## src/rtl/aux_walk_pkg.sv

```systemverilog
package aux_walk_pkg;

  localparam int ENT_SH   = 3;
  localparam int FMT_LO   = 58;
  localparam int FMT_W    = 6;
  localparam int YCR_BIT  = 57;
  localparam int DEP_LO   = 54;
  localparam int DEP_W    = 3;
  localparam int TILE_LO  = 52;
  localparam int TILE_W   = 2;
  localparam int BPP_W    = 8;

  typedef enum logic [1:0] {
    LVL_NONE = 2'd0,
    LVL_TOP  = 2'd1,
    LVL_MID  = 2'd2,
    LVL_LEAF = 2'd3
  } walk_lvl_e;

  typedef enum logic [1:0] {
    ST_IDLE  = 2'd0,
    ST_ISSUE = 2'd1,
    ST_WAIT  = 2'd2,
    ST_DONE  = 2'd3
  } walk_st_e;

  typedef struct packed {
    logic [FMT_W-1:0]  fmt;
    logic              ycr;
    logic [DEP_W-1:0]  depth;
    logic [TILE_W-1:0] tile;
    logic [BPP_W-1:0]  bpp;
    logic              tile_err;
  } leaf_attr_t;

endpackage

```

## src/rtl/aux_walk_addr.sv

```systemverilog
module aux_walk_addr
  import aux_walk_pkg::*;
#(
  parameter int VA_W       = 48,
  parameter int PA_W       = 64,
  parameter int ENT_W      = 64,
  parameter int TOP_LO     = 36,
  parameter int TOP_IDX_W  = 12,
  parameter int MID_LO     = 24,
  parameter int MID_IDX_W  = 12,
  parameter int LEAF_LO    = 16,
  parameter int LEAF_IDX_W = 8,
  parameter int MID_ALIGN  = 15,
  parameter int LEAF_ALIGN = 13
) (
  input  walk_lvl_e        lvl,
  input  logic [VA_W-1:0]  va,
  input  logic [PA_W-1:0]  base,
  input  logic [ENT_W-1:0] entry,
  output logic [PA_W-1:0]  rd_addr
);

  localparam int NPTR = 2;
  localparam int PTR_ALIGN [NPTR] = '{MID_ALIGN, LEAF_ALIGN};
  localparam int EXT_W = PA_W - VA_W;

  logic [PA_W-1:0] tbl_ptr [NPTR];
  logic [PA_W-1:0] top_off, mid_off, leaf_off;

  // The middle and leaf pointers differ only in alignment
  for (genvar g = 0; g < NPTR; g++) begin : g_ptr
    logic [VA_W-1:0] raw;
    assign raw        = {entry[VA_W-1:PTR_ALIGN[g]], {PTR_ALIGN[g]{1'b0}}};
    assign tbl_ptr[g] = {{EXT_W{raw[VA_W-1]}}, raw};
  end

  assign top_off  = PA_W'(va[TOP_LO  +: TOP_IDX_W])  << ENT_SH;
  assign mid_off  = PA_W'(va[MID_LO  +: MID_IDX_W])  << ENT_SH;
  assign leaf_off = PA_W'(va[LEAF_LO +: LEAF_IDX_W]) << ENT_SH;

  always_comb begin
    unique case (lvl)
      LVL_MID:  rd_addr = tbl_ptr[0] + mid_off;
      LVL_LEAF: rd_addr = tbl_ptr[1] + leaf_off;
      default:  rd_addr = base + top_off;
    endcase
  end

endmodule

```

## src/rtl/aux_walk_leaf_dec.sv

```systemverilog
module aux_walk_leaf_dec
  import aux_walk_pkg::*;
#(
  parameter int VA_W      = 48,
  parameter int PA_W      = 64,
  parameter int ENT_W     = 64,
  parameter int AUX_ALIGN = 8
) (
  input  logic [ENT_W-1:0] entry,
  input  logic             hit,
  output leaf_attr_t       attr,
  output logic [PA_W-1:0]  aux_addr
);

  localparam int EXT_W = PA_W - VA_W;

  logic [VA_W-1:0]   aux_raw;
  logic [DEP_W-1:0]  dep;
  logic [TILE_W-1:0] tile;
  logic [BPP_W-1:0]  bpp;

  assign aux_raw = {entry[VA_W-1:AUX_ALIGN], {AUX_ALIGN{1'b0}}};
  assign dep     = entry[DEP_LO +: DEP_W];
  assign tile    = entry[TILE_LO +: TILE_W];

  always_comb begin
    unique case (dep)
      3'd0:    bpp = 8'd16;
      3'd1:    bpp = 8'd10;
      3'd2:    bpp = 8'd12;
      3'd4:    bpp = 8'd8;
      3'd5:    bpp = 8'd32;
      3'd6:    bpp = 8'd64;
      3'd7:    bpp = 8'd128;
      default: bpp = 8'd0;
    endcase
  end

  always_comb begin
    attr     = '0;
    aux_addr = '0;
    if (hit) begin
      attr.fmt      = entry[FMT_LO +: FMT_W];
      attr.ycr      = entry[YCR_BIT];
      attr.depth    = dep;
      attr.tile     = tile;
      attr.bpp      = bpp;
      attr.tile_err = tile[TILE_W-1];
      aux_addr      = {{EXT_W{aux_raw[VA_W-1]}}, aux_raw};
    end
  end

endmodule

```

## src/rtl/aux_walk_ctrl.sv

```systemverilog
module aux_walk_ctrl
  import aux_walk_pkg::*;
#(
  parameter int VA_W  = 48,
  parameter int PA_W  = 64,
  parameter int ENT_W = 64
) (
  input  logic             clk,
  input  logic             rst_n,
  input  logic             req_valid,
  output logic             req_ready,
  input  logic [VA_W-1:0]  req_va,
  input  logic [PA_W-1:0]  req_base,
  output logic [VA_W-1:0]  va_q,
  output logic [PA_W-1:0]  base_q,
  output walk_lvl_e        lvl_q,
  output logic [ENT_W-1:0] entry_q,
  output logic             mem_req_valid,
  input  logic             mem_req_ready,
  input  logic [PA_W-1:0]  mem_req_addr,
  input  logic             mem_rsp_valid,
  input  logic [ENT_W-1:0] mem_rsp_data,
  output logic             res_valid,
  output logic             hit_q,
  output walk_lvl_e        miss_q
);

  walk_st_e  state_q, state_d;
  walk_lvl_e lvl_d, miss_d;
  logic      hit_d;
  logic      ld_req, ld_ent;

  always_comb begin
    state_d = state_q;
    lvl_d   = lvl_q;
    hit_d   = hit_q;
    miss_d  = miss_q;
    ld_req  = 1'b0;
    ld_ent  = 1'b0;
    unique case (state_q)
      ST_IDLE: begin
        if (req_valid) begin
          ld_req  = 1'b1;
          lvl_d   = LVL_TOP;
          hit_d   = 1'b0;
          miss_d  = LVL_NONE;
          state_d = ST_ISSUE;
        end
      end
      ST_ISSUE: begin
        if (mem_req_ready) state_d = ST_WAIT;
      end
      ST_WAIT: begin
        if (mem_rsp_valid) begin
          ld_ent = 1'b1;
          if (!mem_rsp_data[0]) begin
            miss_d  = lvl_q;
            state_d = ST_DONE;
          end else if (lvl_q == LVL_LEAF) begin
            hit_d   = 1'b1;
            state_d = ST_DONE;
          end else begin
            lvl_d   = walk_lvl_e'(lvl_q + 2'd1);
            state_d = ST_ISSUE;
          end
        end
      end
      default: state_d = ST_IDLE;
    endcase
  end

  always_ff @(posedge clk or negedge rst_n) begin
    if (!rst_n) begin
      state_q <= ST_IDLE;
      lvl_q   <= LVL_NONE;
      hit_q   <= 1'b0;
      miss_q  <= LVL_NONE;
    end else begin
      state_q <= state_d;
      lvl_q   <= lvl_d;
      hit_q   <= hit_d;
      miss_q  <= miss_d;
    end
  end

  always_ff @(posedge clk or negedge rst_n) begin
    if (!rst_n) begin
      va_q   <= '0;
      base_q <= '0;
    end else if (ld_req) begin
      va_q   <= req_va;
      base_q <= req_base;
    end
  end

  always_ff @(posedge clk or negedge rst_n) begin
    if (!rst_n)      entry_q <= '0;
    else if (ld_ent) entry_q <= mem_rsp_data;
  end

  assign req_ready     = (state_q == ST_IDLE);
  assign mem_req_valid = (state_q == ST_ISSUE);
  assign res_valid     = (state_q == ST_DONE);

  assert_hold_req_R11: assert property (@(posedge clk) disable iff (!rst_n)
    mem_req_valid && !mem_req_ready |=> mem_req_valid && $stable(mem_req_addr));

  assert_busy_after_accept_R8: assert property (@(posedge clk) disable iff (!rst_n)
    req_valid && req_ready |=> !req_ready);

  assert_result_pulse_R8: assert property (@(posedge clk) disable iff (!rst_n)
    res_valid |=> !res_valid && req_ready);

  assert_no_read_when_idle_R8: assert property (@(posedge clk) disable iff (!rst_n)
    req_ready |-> !mem_req_valid);

  assert_outcome_exclusive_R7: assert property (@(posedge clk) disable iff (!rst_n)
    res_valid |-> (hit_q != (miss_q != LVL_NONE)));

endmodule

```

## src/rtl/aux_surface_walker.sv

```systemverilog
module aux_surface_walker
  import aux_walk_pkg::*;
#(
  parameter int VA_W       = 48,
  parameter int PA_W       = 64,
  parameter int ENT_W      = 64,
  parameter int TOP_LO     = 36,
  parameter int TOP_IDX_W  = 12,
  parameter int MID_LO     = 24,
  parameter int MID_IDX_W  = 12,
  parameter int LEAF_LO    = 16,
  parameter int LEAF_IDX_W = 8,
  parameter int MID_ALIGN  = 15,
  parameter int LEAF_ALIGN = 13,
  parameter int AUX_ALIGN  = 8
) (
  input  logic              clk,
  input  logic              rst_n,
  input  logic              req_valid,
  output logic              req_ready,
  input  logic [VA_W-1:0]   req_va,
  input  logic [PA_W-1:0]   tbl_base,
  output logic              mem_req_valid,
  input  logic              mem_req_ready,
  output logic [PA_W-1:0]   mem_req_addr,
  input  logic              mem_rsp_valid,
  input  logic [ENT_W-1:0]  mem_rsp_data,
  output logic              res_valid,
  output logic              res_hit,
  output logic [1:0]        res_miss_lvl,
  output logic [PA_W-1:0]   res_aux_addr,
  output logic [FMT_W-1:0]  res_fmt,
  output logic              res_ycr,
  output logic [DEP_W-1:0]  res_depth,
  output logic [TILE_W-1:0] res_tile,
  output logic [BPP_W-1:0]  res_bpp,
  output logic              res_tile_err
);

  logic [VA_W-1:0]  va_q;
  logic [PA_W-1:0]  base_q;
  logic [ENT_W-1:0] entry_q;
  walk_lvl_e        lvl_q, miss_q;
  logic             hit_q;
  leaf_attr_t       attr;

  aux_walk_ctrl #(
    .VA_W(VA_W), .PA_W(PA_W), .ENT_W(ENT_W)
  ) u_ctrl (
    .clk           (clk),
    .rst_n         (rst_n),
    .req_valid     (req_valid),
    .req_ready     (req_ready),
    .req_va        (req_va),
    .req_base      (tbl_base),
    .va_q          (va_q),
    .base_q        (base_q),
    .lvl_q         (lvl_q),
    .entry_q       (entry_q),
    .mem_req_valid (mem_req_valid),
    .mem_req_ready (mem_req_ready),
    .mem_req_addr  (mem_req_addr),
    .mem_rsp_valid (mem_rsp_valid),
    .mem_rsp_data  (mem_rsp_data),
    .res_valid     (res_valid),
    .hit_q         (hit_q),
    .miss_q        (miss_q)
  );

  aux_walk_addr #(
    .VA_W(VA_W), .PA_W(PA_W), .ENT_W(ENT_W),
    .TOP_LO(TOP_LO), .TOP_IDX_W(TOP_IDX_W),
    .MID_LO(MID_LO), .MID_IDX_W(MID_IDX_W),
    .LEAF_LO(LEAF_LO), .LEAF_IDX_W(LEAF_IDX_W),
    .MID_ALIGN(MID_ALIGN), .LEAF_ALIGN(LEAF_ALIGN)
  ) u_addr (
    .lvl     (lvl_q),
    .va      (va_q),
    .base    (base_q),
    .entry   (entry_q),
    .rd_addr (mem_req_addr)
  );

  aux_walk_leaf_dec #(
    .VA_W(VA_W), .PA_W(PA_W), .ENT_W(ENT_W), .AUX_ALIGN(AUX_ALIGN)
  ) u_leaf (
    .entry    (entry_q),
    .hit      (hit_q),
    .attr     (attr),
    .aux_addr (res_aux_addr)
  );

  assign res_hit      = hit_q;
  assign res_miss_lvl = miss_q;
  assign res_fmt      = attr.fmt;
  assign res_ycr      = attr.ycr;
  assign res_depth    = attr.depth;
  assign res_tile     = attr.tile;
  assign res_bpp      = attr.bpp;
  assign res_tile_err = attr.tile_err;

  assert_miss_clean_R9: assert property (@(posedge clk) disable iff (!rst_n)
    res_valid && !res_hit |-> !res_tile_err && res_aux_addr == '0 && res_fmt == '0);

  assert_tile_err_hit_only_R9: assert property (@(posedge clk) disable iff (!rst_n)
    res_valid && res_tile_err |-> res_hit && res_tile[1]);

  assert_hit_level_R7: assert property (@(posedge clk) disable iff (!rst_n)
    res_valid && res_hit |-> res_miss_lvl == 2'd0);

endmodule

```

## config.mk

```make
export PLATFORM = sky130hd
export DESIGN_NAME = aux_surface_walker
export DESIGN_NICKNAME = d
export VERILOG_FILES = /design/src/rtl/aux_walk_pkg.sv /design/src/rtl/aux_walk_addr.sv /design/src/rtl/aux_walk_leaf_dec.sv /design/src/rtl/aux_walk_ctrl.sv /design/src/rtl/aux_surface_walker.sv
export SDC_FILE = /design/constraint.sdc
export NUM_CORES = 1
export LEC_CHECK = 0
export CORE_ASPECT_RATIO = 0.7
export CORE_MARGIN = 5
export CORE_UTILIZATION = 45
export DETAILED_ROUTE_END_ITERATION = 8
export PLACE_DENSITY_LB_ADDON = 0.15
export SETUP_SLACK_MARGIN = 0.1
export SLEW_MARGIN = 20
export SYNTH_ARGS = -nofsm -noshare
export SYNTH_HDL_FRONTEND = slang
export SYNTH_HIERARCHICAL = 1
export SYNTH_SLANG_ARGS = --single-unit
```

## constraint.sdc

```tcl
create_clock -name clk -period 3.2 [get_ports clk]
set_input_delay 0.48 -clock clk [delete_from_list [all_inputs] [get_ports clk]]
set_output_delay 0.48 -clock clk [all_outputs]
set_load 0.1 [all_outputs]
```

==> results of run 1 <==
==> worst max-delay path, stage by stage (launching register included) <==
cell,delay [ns]
dfrtp_1,0.40
ha_4,0.16
fa_2,0.21
a21oi_2,0.07
o211ai_1,0.31
and3b_2,0.39
o211ai_4,0.14
buf_6,0.16
or4_4,0.42
a31oi_4,0.21
buf_12,0.20
==> layout make-up <==
class                           instances  area, um^2
Clock buffer                           19         443
Timing Repair Buffer                  374        4380
Inverter                               14        52.6
Tap cell                              276         345
Antenna cell                            2        5.00
Clock inverter                         13         191
Fill cell                            1354        5090
Sequential cell                       155        3890
Multi-Input combinational cell        619        6300
==> worst max path at each step <==
stage | endpoint | slack [ns] | cells past startpoint
after global routing | mem_req_addr[47] | -0.47 | 10
after floorplan | mem_req_addr[53] | -0.07 | 8
after CTS | mem_req_addr[23] | -0.30 | 10
after detailed placement | mem_req_addr[23] | 0.003 | 10
final | mem_req_addr[47] | -0.38 | 10
after global placement | mem_req_addr[23] | 0.01 | 10
==> what timing repair did <==
item,in CTS,in global routing
pin swaps,84,47
gates cloned,2,0
buffers inserted,23,15
resized for setup,105,36
setup endpoints to repair,51,54
==> routing by layer <==
metal  track usage  vias to the layer above  part of all wire
li1              -                     3711                 -
met1         0.336                     3978              0.42
met2         0.401                      274              0.48
met3        0.0972                       24             0.089
met4        0.0550                        2            0.0089
met5             0                        -           0.00038
==> registers in the layout (all words and copies together), names as in the netlist <==
| register | cells |
|---|---|
| u_ctrl/state_q | 2 |
| u_ctrl/hit_q | 1 |
| u_ctrl/miss_q | 2 |
| u_ctrl/lvl_q | 2 |
| u_ctrl/base_q | 64 |
| u_ctrl/va_q | 32 |
| u_ctrl/entry_q | 52 |
==> metrics by stage <==
step	TNS, ns	setup slack [ns]	instance area, um^2	std cells
after floorplan	-0.165	-0.0705	10100	861
after global placement	0	0.0114	13900	1398
after detailed placement	0	0.00309	13900	1398
after CTS	-9.22	-0.302	15300	1455
after global routing	-15.69	-0.470	15600	1471
final	-10.67	-0.383	15600	1472
==> cells in the final DEF, fill, tap and decap left out, types with 5 or more instances in the layout <==
cell and instances:
conb_1 9, o21ai_0 10, o21ai_2 16, inv_1 13
nor2b_1 5, clkdlybuf4s50_1 152, ha_4 7, nor2_2 5
dfrtp_1 151, nand4_1 13, a21oi_1 9, nor3_1 6
o21ai_4 13, o2111ai_4 8, mux2i_1 9, or4_4 6
xor2_2 9, nand2_1 60, and2_1 54, nor2_1 24
mux2_2 87, o211ai_1 9, o31ai_4 5, clkbuf_16 18
xnor2_1 7, a31oi_4 19, xnor2_2 6, a21oi_4 5
nand3_2 6, buf_12 87, buf_6 21, a21o_1 6
buf_4 112, nand3_1 14, or3_4 12, o21ai_1 12
xor2_1 6, mux2_4 64, ha_1 6, nand2b_1 7
==> metrics.txt, run 1 <==
Crit. End Element primary output; R2R Path End u_ctrl/va_q[45]; Clock Latency Late Sink 0.43 ns; Vias/cell 5.43; hold_buf cts 0; Wirelength per Cell 21.5 um; RSZ-0062 raised after global routing yes; outcome finished with violations; Routed WL 31600 um; cells on worst reg2reg path 4; initial drt markers 483; post-layout util 0.754; Final Wtd Congestion 0.853; Post-Syn Area 9480 um^2; core area 20700 um^2; failing checks setup timing; clk_skew 0.00680 ns; worst-margin pin slew 0.912 ns; Slew HR 0.391; CTS Sinks 155; number of port buffers 299; clock-pin transition on the worst setup and hold timing paths 0.07 ns; hold_ws 0.0736 ns; Worst Setup SP u_ctrl/base_q[3]; clock period minus worst slack 3.58 ns; Mean Syn Cell Area 11.1 um^2; Worst Setup Start Kind flop; P&R area growth vs syn 64.7%; final routed DRC violation total 0; share of cells above drive strength 1 0.483; setup slack, reg-to-reg 1.16 ns; YS warnings 6; vias in the first global route 8158; Setup CP Type reg2out; Die ar. 24100 um^2; fin crit share 1.12; crit path max fanout 5; TritonCTS Buffers 17; largest net degree at the start of global routing 76; worst path arrival time 3.10 ns; Detail Placement HPWL 22400 um; starting density of the core 0.458; I/O pin cnt 336; number of vias in the routed layout 7989; worst path required time 2.72 ns; Post-Syn Instances 853; CTS tree built; nets 1376; Post-DRT Antenna Nets 0; Die Ht 131 um; initial antenna violation count 2; clk buf depth 2; Final WS setup -0.383 ns; reg2reg start u_ctrl/state_q[1]; global-route wire length before repair 48500 um; total grt overflow 0; H-Tree Depth 4; GRT Total Usage 0.255; maxcap violations 0; final number of setup-violating endpoints 50; fin. max-slew vios 0; final hold violation count 0; Site Rows 44; cell chosen for the clock root clkbuf_16; First-pass DRT Iterations 5; maximum clock frequency 0.279 GHz; Die W 183 um; worst min-delay path class in2async
Power of run 1 is not shown: default switching activity piles up to over one toggle a cycle in this logic, so the estimate is an artifact.
==> inputs of run 2 (changes only) <==
MAX_ROUTING_LAYER = met4   (was not set)
clock period = 3.4 ns   (was 3.2 ns; I/O delays follow)
==> run 2 against run 1 <==
The run still ends with setup timing left; die area unchanged; first-iteration DRC count increased by 6.2%; clock skew about the same; register-to-register slack improved by 0.19 ns; non-clock buffer count decreased by 15; flip-flop and latch count unchanged; critical path depth unchanged; critical path type unchanged.
==> metrics.txt, run 2 (synthesized netlist as in run 1, its figures left out) <==
most common cell after layout, fill and taps aside clkdlybuf4s50_1 (unchanged); share of cells above drive strength 1 0.474 (was 0.483); Final Wtd Congestion 0.901 (was 0.853); TritonCTS Buffers 17 (unchanged); setup slack, reg-to-reg 1.35 ns (was 1.16 ns); most frequent cells in the layout clkdlybuf4s50_1 (154), dfrtp_1 (151), buf_4 (104), mux2_2 (86), buf_12 (83) (was clkdlybuf4s50_1 (152), dfrtp_1 (151), buf_4 (112), buf_12 (87), mux2_2 (87)); hold_buf cts 0 (unchanged); clock-pin transition on the worst setup and hold timing paths 0.06 ns (was 0.07 ns); Final TNS setup -3.52 ns (was -10.67 ns); Die ar. 24100 um^2 (unchanged); max FFs per register 64 (unchanged); final number of setup-violating endpoints 32 (was 50); max incr delay on CP 0.41 ns (was 0.42 ns); Vias/cell 5.45 (was 5.43); nets 1360 (was 1376); Post-DRT Antenna Nets 0 (unchanged); worst-margin pin slew 0.983 ns (was 0.912 ns); vias in the first global route 8033 (was 8158); crit path max fanout 6 (was 5); CP max stage cell dfrtp_1 (was or4_4); GRT Total Usage 0.257 (was 0.255); clk buf depth 2 (unchanged); worst min-delay path class in2async (unchanged); I/O pin cnt 336 (unchanged); fin crit share 1.06; fin. max-slew vios 0 (unchanged); CTS Sinks 155 (unchanged); clock period minus worst slack 3.62 ns; number of port buffers 299 (unchanged); maxcap violations 0 (unchanged); global-route wire length before repair 47600 um (was 48500 um); fin area 15300 um^2 (was 15600 um^2); H-Tree Depth 4 (unchanged); First-pass DRT Iterations 6 (was 5); total grt overflow 0 (unchanged); Routed WL 31600 um (about the same); R2R Path End u_ctrl/va_q[20] (was u_ctrl/va_q[45]); initial antenna violation count 2 (unchanged); reg2reg start u_ctrl/state_q[1] (unchanged); starting density of the core 0.458 (unchanged); final routed DRC violation total 0 (unchanged); Biggest register u_ctrl/base_q (unchanged); hold_ws 0.122 ns (was 0.0736 ns); maximum clock frequency 0.277 GHz; cell chosen for the clock root clkbuf_16 (unchanged); Worst Setup EP mem_req_addr[35] (was mem_req_addr[47]); Post-DP Area 13600 um^2 (was 13900 um^2); number of vias in the routed layout 7945 (was 7989); RSZ-0062 raised after global routing yes (unchanged); Clock Latency Late Sink 0.42 ns (was 0.43 ns); worst path required time 2.89 ns (was 2.72 ns); largest net degree at the start of global routing 81 (was 76); core area 20700 um^2 (unchanged); clk_skew 0.00674 ns (was 0.00680 ns); initial drt markers 513 (was 483); Setup CP Type reg2out (unchanged); Worst Setup SP u_ctrl/va_q[37] (was u_ctrl/base_q[3]); Crit. End Element primary output (unchanged); Wirelength per Cell 21.7 um (was 21.5 um); Largest regs u_ctrl/base_q: 64 flops, u_ctrl/entry_q: 52 flops, u_ctrl/va_q: 32 flops (unchanged); Die Ht 131 um (unchanged); worst path arrival time 3.11 ns (was 3.10 ns); Detail Placement HPWL 22300 um (was 22400 um); outcome finished with violations (unchanged); Site Rows 44 (unchanged); Final WS setup -0.216 ns (was -0.383 ns); failing checks setup timing (unchanged); CTS tree built (unchanged); Slew HR 0.343 (was 0.391); worst path cell trace buf_6, fa_2, a21oi_2, o211ai_1, and3b_2, o211ai_4, buf_6, o31ai_4, a31oi_4, buf_12 (was ha_4, fa_2, a21oi_2, o211ai_1, and3b_2, o211ai_4, buf_6, or4_4, a31oi_4, buf_12); final hold violation count 0 (unchanged); Die W 183 um (unchanged); cells on worst reg2reg path 4 (unchanged); Worst Setup Start Kind flop (unchanged); Critical Path Most Common Cell buf_6; P&R area growth vs syn 61.5% (was 64.7%)
run 2: cell count changes in the layout (fill, tap and decap cells not counted), moves of 3 or more:
cell / delta
o21ai_2: +9
buf_4: -8
buf_6: -5
buf_12: -4
o21ai_1: -4
a21oi_2: +3
a21oi_4: -3
and3_2: -3
nand3_2: -3
nor2_1: +3
o21ai_4: -3
o311ai_2: +3
xnor2_1: +3
run 2: how the worst min path moves through the flow:
stage                                   from                  to  slack [ns]  cells past startpoint
after floorplan                        rst_n    u_ctrl/base_q[0]        0.21                      0
after global placement    u_ctrl/entry_q[12]  u_ctrl/entry_q[12]        0.48                      1
after detailed placement   u_ctrl/entry_q[8]   u_ctrl/entry_q[8]        0.49                      1
after CTS                              rst_n  u_ctrl/entry_q[43]        0.17                      1
after global routing                   rst_n  u_ctrl/entry_q[42]        0.18                      1
final                                  rst_n  u_ctrl/entry_q[43]        0.12                      1
run 2: what timing repair did:
action	4_1_cts	5_1_grt
resized for setup	106	54
pin swaps	62	58
setup buffers	16	16
gates cloned	2	0
endpoints found under the setup margin	49	50
run 2: worst max-delay path, delay by kind of cell (launching register included):
family	cells	cell delay [ns]
flip-flops	1	0.41
buffers and inverters	3	0.52
AND/OR/NAND/NOR	1	0.37
adder cells (fa/ha/maj)	1	0.41
AO/OA/AOI/OAI	5	0.96
run 2: layer usage:
layer,global-route usage,wire length [um],share of wire
met1,0.340,13300,0.42
met3,0.0859,2880,0.091
met2,0.390,14900,0.47
met4,0.0505,461,0.015
met5,-,0,0
run 2: area by class of cell:
cell class | count | area (um^2)
well taps | 276 | 345
fillers | 1385 | 5400
clock inverters | 12 | 136
diodes | 3 | 7.51
inverters | 14 | 52.6
clock buffers | 20 | 457
flip-flops and latches | 155 | 3890
multi-input cells | 618 | 6220
repair buffers | 359 | 4190
run 2: metrics by stage:
step                utilization  setup WS (ns)  cells
floorplan                     -        -0.0142    861
detailed placement        0.658         0.0700   1389
finish                    0.739         -0.216   1457
global placement          0.658          0.107   1389
CTS                       0.718         -0.105   1439
global route              0.739         -0.302   1456
Power of run 2 is left out for the same reason.
